[config.mk]
export PLATFORM = sky130hd
export DESIGN_NAME = fcBusArbiter
export DESIGN_NICKNAME = d
export VERILOG_FILES = /design/src/rtl/fcArbPkg.sv /design/src/rtl/fcArbArrival.sv /design/src/rtl/fcArbQueue.sv /design/src/rtl/fcArbCtrl.sv /design/src/rtl/fcBusArbiter.sv
export SDC_FILE = /design/constraint.sdc
export NUM_CORES = 1
export LEC_CHECK = 0
export BUFFER_PORTS_ARGS = -buffer_cell sky130_fd_sc_hd__buf_4
export CORE_AREA = 2 2 39 41
export DETAILED_ROUTE_END_ITERATION = 12
export DIE_AREA = 0 0 41 43
export PLACE_DENSITY = 0.68
export SLEW_MARGIN = 30
export SYNTH_ARGS = -nofsm -noshare
export SYNTH_HDL_FRONTEND = slang
export SYNTH_SLANG_ARGS = --single-unit
[constraint.sdc]
create_clock -name clk -period 3.9 [get_ports clk]
set_input_delay 0.195 -clock clk [delete_from_list [all_inputs] [get_ports clk]]
set_output_delay 0.195 -clock clk [all_outputs]
set_load 0.01 [all_outputs]
[src/rtl/fcArbPkg.sv]
package fcArbPkg;

  // Strobes from the ownership control to the waiting-list datapath.
  typedef struct packed {
    logic pop;   // head of the surviving list is granted at this edge
  } arbStrobes_t;

endpackage

[src/rtl/fcArbArrival.sv]
// Flags requests that are newly present: high, not yet waiting, not owning.
module fcArbArrival #(
  parameter int NUM_MASTERS = 2
) (
  input  logic [NUM_MASTERS-1:0] reqIn,
  input  logic [NUM_MASTERS-1:0] queuedMask,
  input  logic [NUM_MASTERS-1:0] ackMask,
  output logic [NUM_MASTERS-1:0] arrivals
);

  for (genvar m = 0; m < NUM_MASTERS; m++) begin : g_arr
    assign arrivals[m] = reqIn[m] & ~queuedMask[m] & ~ackMask[m];
  end

endmodule

[src/rtl/fcArbQueue.sv]
// Arrival-ordered waiting list. Withdrawn entries are dropped, the list is
// compacted, the head is popped on grant, and new arrivals are appended
// lowest index first.
module fcArbQueue
  import fcArbPkg::*;
#(
  parameter int NUM_MASTERS = 2,
  parameter int IDXW = 1,
  parameter int CNTW = 2
) (
  input  logic                   clk,
  input  logic                   rstN,
  input  logic [NUM_MASTERS-1:0] reqIn,
  input  logic [NUM_MASTERS-1:0] arrivals,
  input  arbStrobes_t            strobes,
  output logic [IDXW-1:0]        headIdx,
  output logic                   headValid,
  output logic [NUM_MASTERS-1:0] queuedMask,
  output logic                   nextNonEmpty
);

  logic [IDXW-1:0] slotQ    [NUM_MASTERS];
  logic [IDXW-1:0] keepIdx  [NUM_MASTERS];
  logic [IDXW-1:0] nextSlot [NUM_MASTERS];
  logic [CNTW-1:0] countQ;
  logic [CNTW-1:0] nextCount;
  int              keepCnt;

  // Keep the entries whose request is still high, in their order.
  always_comb begin : compact
    int k;
    k = 0;
    for (int s = 0; s < NUM_MASTERS; s++) keepIdx[s] = '0;
    for (int s = 0; s < NUM_MASTERS; s++) begin
      if (s < int'(countQ) && reqIn[slotQ[s]]) begin
        keepIdx[k] = slotQ[s];
        k++;
      end
    end
    keepCnt = k;
  end

  assign headValid = (keepCnt != 0);
  assign headIdx   = keepIdx[0];

  // Drop the granted head, then append arrivals lowest index first.
  always_comb begin : rebuild
    int n;
    int first;
    n = 0;
    first = strobes.pop ? 1 : 0;
    for (int s = 0; s < NUM_MASTERS; s++) nextSlot[s] = '0;
    for (int s = 0; s < NUM_MASTERS; s++) begin
      if (s >= first && s < keepCnt) begin
        nextSlot[n] = keepIdx[s];
        n++;
      end
    end
    for (int m = 0; m < NUM_MASTERS; m++) begin
      if (arrivals[m] && n < NUM_MASTERS) begin
        nextSlot[n] = IDXW'(m);
        n++;
      end
    end
    nextCount = CNTW'(n);
  end

  assign nextNonEmpty = (nextCount != '0);

  always_comb begin : maskBuild
    queuedMask = '0;
    for (int s = 0; s < NUM_MASTERS; s++) begin
      if (s < int'(countQ)) queuedMask[slotQ[s]] = 1'b1;
    end
  end

  for (genvar s = 0; s < NUM_MASTERS; s++) begin : g_slot
    always_ff @(posedge clk) begin
      if (!rstN) slotQ[s] <= '0;
      else       slotQ[s] <= nextSlot[s];
    end
  end

  always_ff @(posedge clk) begin
    if (!rstN) countQ <= '0;
    else       countQ <= nextCount;
  end

endmodule

[src/rtl/fcArbCtrl.sv]
// Ownership control: owner register, acknowledge decode and processor hold.
module fcArbCtrl
  import fcArbPkg::*;
#(
  parameter int NUM_MASTERS = 2,
  parameter int IDXW = 1
) (
  input  logic                   clk,
  input  logic                   rstN,
  input  logic [NUM_MASTERS-1:0] reqIn,
  input  logic                   headValid,
  input  logic [IDXW-1:0]        headIdx,
  input  logic                   nextNonEmpty,
  output arbStrobes_t            strobes,
  output logic [NUM_MASTERS-1:0] ackOut,
  output logic                   holdOut
);

  logic            ownerValid;
  logic [IDXW-1:0] ownerIdx;
  logic            holdQ;
  logic            releaseNow;
  logic            grantNow;
  logic            ownerNext;

  // A grant needs the bus free and the hold already high for a cycle.
  assign releaseNow  = ownerValid && !reqIn[ownerIdx];
  assign grantNow    = !ownerValid && holdQ && headValid;
  assign ownerNext   = grantNow || (ownerValid && !releaseNow);
  assign strobes.pop = grantNow;

  always_ff @(posedge clk) begin
    if (!rstN) begin
      ownerValid <= 1'b0;
      ownerIdx   <= '0;
      holdQ      <= 1'b0;
    end else begin
      if (releaseNow) begin
        ownerValid <= 1'b0;
      end else if (grantNow) begin
        ownerValid <= 1'b1;
        ownerIdx   <= headIdx;
      end
      holdQ <= ownerNext || nextNonEmpty;
    end
  end

  assign ackOut  = ownerValid ? (NUM_MASTERS'(1) << ownerIdx) : '0;
  assign holdOut = holdQ;

endmodule

[src/rtl/fcBusArbiter.sv]
module fcBusArbiter
  import fcArbPkg::*;
#(
  parameter int NUM_MASTERS = 2
) (
  input  logic                   clk,
  input  logic                   rstN,
  input  logic [NUM_MASTERS-1:0] reqIn,
  output logic [NUM_MASTERS-1:0] ackOut,
  output logic                   holdOut
);

  localparam int IDXW = (NUM_MASTERS > 1) ? $clog2(NUM_MASTERS) : 1;
  localparam int CNTW = $clog2(NUM_MASTERS + 1);

  arbStrobes_t            strobes;
  logic [IDXW-1:0]        headIdx;
  logic                   headValid;
  logic                   nextNonEmpty;
  logic [NUM_MASTERS-1:0] queuedMask;
  logic [NUM_MASTERS-1:0] arrivals;

  fcArbArrival #(.NUM_MASTERS(NUM_MASTERS)) u_arrival (
    .reqIn      (reqIn),
    .queuedMask (queuedMask),
    .ackMask    (ackOut),
    .arrivals   (arrivals)
  );

  fcArbQueue #(.NUM_MASTERS(NUM_MASTERS), .IDXW(IDXW), .CNTW(CNTW)) u_queue (
    .clk          (clk),
    .rstN         (rstN),
    .reqIn        (reqIn),
    .arrivals     (arrivals),
    .strobes      (strobes),
    .headIdx      (headIdx),
    .headValid    (headValid),
    .queuedMask   (queuedMask),
    .nextNonEmpty (nextNonEmpty)
  );

  fcArbCtrl #(.NUM_MASTERS(NUM_MASTERS), .IDXW(IDXW)) u_ctrl (
    .clk          (clk),
    .rstN         (rstN),
    .reqIn        (reqIn),
    .headValid    (headValid),
    .headIdx      (headIdx),
    .nextNonEmpty (nextNonEmpty),
    .strobes      (strobes),
    .ackOut       (ackOut),
    .holdOut      (holdOut)
  );

endmodule

==> results.sh <==
export IMPL_outcome="finished clean"
export IMPL_met2_usage_pct=22.81
export IMPL_met1_usage_pct=17.70
export IMPL_ys_types=33
export IMPL_synth_compound_area_share_pct=28.31
export IMPL_final_layout_size_suffix_gt1_share_pct=23.29
export IMPL_post_cts_resized=0
export IMPL_synthCells=64
export IMPL_fin_setup_tns_ns=0
export IMPL_grt_pass1_wl_um=1690
export IMPL_worstSetupStartpoint="u_queue.countQ[1]$_SDFF_PN0_"
export IMPL_power_switching_w=0.0001714
export IMPL_max_slew_worst_pin_slew_ns=0.4863
export IMPL_p_sw_share_pct=41.98
export IMPL_core_um2=1384
export IMPL_layout_area_seq_um2=140.1
export IMPL_hold_start="rstN"
export IMPL_post_dp_cell_area_um2=616.8
export IMPL_grt_max_degree=10
export IMPL_hold_buffers=0
export IMPL_cp_cell_sequence="nand2_1 -> a21oi_1 -> o21ai_0 -> or2_2 -> inv_1 -> ha_1 -> nor2_2 -> fa_1 -> nor4_4 -> and2_4 -> mux2i_1 -> o21a_1"
export IMPL_min_period_over_period_pct=73.58
export IMPL_num_io_pins=7
export IMPL_finalMaxSlewViolations=0
export IMPL_start_util_pct=40.24
export IMPL_post_cts_setup_buffer_count=0
export IMPL_critical_path_arrival_ns=3.03
export IMPL_clockRootBuffer="clkbuf_4"
export IMPL_insertedDiodeCount=0
export IMPL_multiInputGateArea_um2=396.6
export IMPL_vdd_ir_drop_max_mv=0.2368
export IMPL_via_count=475
export IMPL_synth_top_family_by_area="compound AO/OA/AOI/OAI gates"
export IMPL_synth_mux_area_share_pct=3.820
export IMPL_setup_ws_ns=1.030
export IMPL_fp_dieW_um=41
export IMPL_synthToLayoutAreaGrowth_pct=15.51
export IMPL_h_tree_depth=1
export IMPL_internal_power_w=0.0002368
export IMPL_dieHeight_um=43
export IMPL_ys_warn_count=0
export IMPL_synth_area_leaders="dfxtp_1 25%, ha_1 6.7%, o21a_1 6.7%"
export IMPL_synth_area_um2=556.8
export IMPL_rows=14
export IMPL_grt_overflow_total=0
export IMPL_fin_skew_ns=0.0002611
export IMPL_cpPeakStageDelay_ns=0.41
export IMPL_rsz0062_at_grt="no"
export IMPL_grt_busiest_layer="met2"
export IMPL_dpl_hpwl_um=873.2
export IMPL_insertion_delay_ns=0.26
export IMPL_synth_avg_cell_area_um2=8.700
export IMPL_holdCritPathClass="input pin to flop"
export IMPL_finalSetupViolCount=0
export IMPL_grt_met3_usage_pct=4.712
export IMPL_clkSlewWorstSetupHoldPaths_ns=0.05
export IMPL_nFillCells=139
export IMPL_comb_power_share_pct=53.8
export IMPL_antenna_found_initial=0
export IMPL_layout_cell_area_non_filler_um2=643.1
export IMPL_gp_congestion=0.6950
export IMPL_crit_path_start_kind="flop"
export IMPL_clk_path_buf_depth=2
export IMPL_cts_buffers=3
export IMPL_die_area_um2=1763
export IMPL_timing_rr_start="u_queue.countQ[1]$_SDFF_PN0_"
export IMPL_final_nets=82
export IMPL_power_leakage_nw=0.2763
export IMPL_pre_cts_ws_ns=1.025
export IMPL_worstSetupPathType="flop to flop"
export IMPL_dr_pass1_iters=3
export IMPL_pwr_density_cell_nw_per_um2=634.7
export IMPL_cap_violations=0
export IMPL_synth_simple_area_share_pct=25.62
export IMPL_synth_nets=72
export IMPL_critPathSlowestCell="dfxtp_1"
export IMPL_route_detailed_drc=0
export IMPL_wl_per_cell_um=12.47
export IMPL_fmax_mhz=348.5
export IMPL_slew_headroom_pct=67.51
export IMPL_grt_pass1_vias=420
export IMPL_ant_nets=0
export IMPL_wl_um=1110
export IMPL_power_frac_clock_pct=16.7
export IMPL_required_ns=4.06
export IMPL_yosysSeqAreaShare_pct=25.17
export IMPL_critPathCaptureType="flop"
export IMPL_port_buffer_count=6
export IMPL_synth_xor_area_share_pct=3.146
export IMPL_synth_seq_cells=7
export IMPL_synth_fa_ha_area_share_pct=10.34
export IMPL_track_usage_pct=15.25
export IMPL_crit_fanout=6
export IMPL_stdcell_count=89
export IMPL_dp_cells=85
export IMPL_finalHoldViolCount=0
export IMPL_p_seq_share_pct=29.4
export IMPL_cts_num_sinks=7
export IMPL_vias_per_cell=5.337
export IMPL_cts_tree="yes"
export IMPL_finalCriticalPeriod_ns=2.870
export IMPL_holdWs_ns=0.1904
export IMPL_post_synth_top_area_fraction_pct=25.17
export IMPL_yosys_area_top_type="dfxtp_1"
export IMPL_drt_iter0_markers=15
==> worst max-delay path, delay by kind of cell, from the launching register on <==
| kind | cells | cell delay, ns |
|---|---|---|
| muxes | 1 | 0.07 |
| adders and majority gates | 2 | 0.59 |
| and+or+nand+nor | 5 | 1.08 |
| AOI/OAI and AO/OA | 3 | 0.53 |
| buffers and inverters | 1 | 0.10 |
| DFF | 1 | 0.41 |
==> metrics by stage <==
step / util [%] / power (W)
floorplan: - / 0.0002906
global placement: 44.57 / 0.0003376
detailed placement: 44.57 / 0.0003404
CTS: 46.47 / 0.0004095
global route: 46.47 / 0.0004389
finish: 46.47 / 0.0004082
==> per-layer routing <==
metal / share of wire, % / vias up
met5: 0 / -
met4: 1.5 / 0
met3: 1.9 / 2
met2: 50 / 7
met1: 47 / 217
li1: - / 249
==> state kept, by name, indices dropped and copies added, names as in the netlist <==
| signal | flops |
|---|---|
| u_queue.countQ | 2 |
| u_queue.slotQ | 2 |
| u_ctrl.holdOut | 1 |
| u_ctrl.ownerIdx | 1 |
| u_ctrl.ownerValid | 1 |
==> power by group through the flow <==
stage | clock [W] | combinational (W) | sequential (W)
after global placement | 0 | 0.000218 | 0.000119
after global routing | 0.0000700 | 0.000247 | 0.000122
after detailed placement | 0 | 0.000220 | 0.000120
after CTS | 0.0000687 | 0.000222 | 0.000119
after floorplan | 0 | 0.000173 | 0.000117
final | 0.0000683 | 0.000220 | 0.000120
==> cells in the mapped netlist, drive strengths merged <==
cell type / n
inv: 4
nor2: 6
nand2: 5
a21boi: 2
o211ai: 1
nor2b: 2
mux2i: 1
a22o: 1
fa: 1
nand3: 1
o2111ai: 2
a21oi: 1
a211oi: 1
ha: 3
nor4: 1
buf: 1
o21bai: 1
o22ai: 1
and2b: 1
and2: 5
mux2: 1
nand2b: 2
a2bb2oi: 1
o21ai: 3
or2: 1
a2111oi: 1
dfxtp: 7
o21a: 5
xor2: 2
==> area by class of cell <==
cell class                      instances  share of cell area (%)
Clock buffer                            4                   4.086
Sequential cell                         7                   21.79
Tap cell                               16                   3.113
Multi-Input combinational cell         52                   61.67
Inverter                                4                   2.335
Timing Repair Buffer                    6                   7.004
==> final timing paths <==
check | cells after the start | slack, ns | end
max | 12 | 1.03 | u_ctrl.holdOut$_SDFF_PN0_
max reg2reg | 12 | 1.03 | u_ctrl.holdOut$_SDFF_PN0_
min reg2reg | 2 | 0.52 | u_ctrl.ownerIdx$_SDFFE_PN0P_
min | 2 | 0.19 | u_ctrl.holdOut$_SDFF_PN0_
==> kinds of logic (layout without fill, tap and decap cells) <==
logic type               after synthesis  after routing
buffers and inverters                  5             14
AND/OR/NAND/NOR                       24             24
adder cells (fa/ha/maj)                4              4
multiplexers                           2              2
AO/OA/AOI/OAI                         20             20
flip-flops                             7              7
XOR/XNOR                               2              2
==> cell usage in the layout (no fill, tap or decap), types with 2 or more instances in the layout <==
cell type / synthesis / final
nor2_1: 5 / 5
o21a_1: 5 / 5
clkbuf_4: 0 / 3
nand2_1: 5 / 5
xor2_1: 2 / 2
o21ai_0: 3 / 3
nand2b_1: 2 / 2
ha_1: 3 / 3
nor2b_1: 2 / 2
buf_4: 0 / 6
and2_1: 4 / 4
a21boi_0: 2 / 2
inv_1: 3 / 3
dfxtp_1: 7 / 7
(Power assumes the default switching activity.)
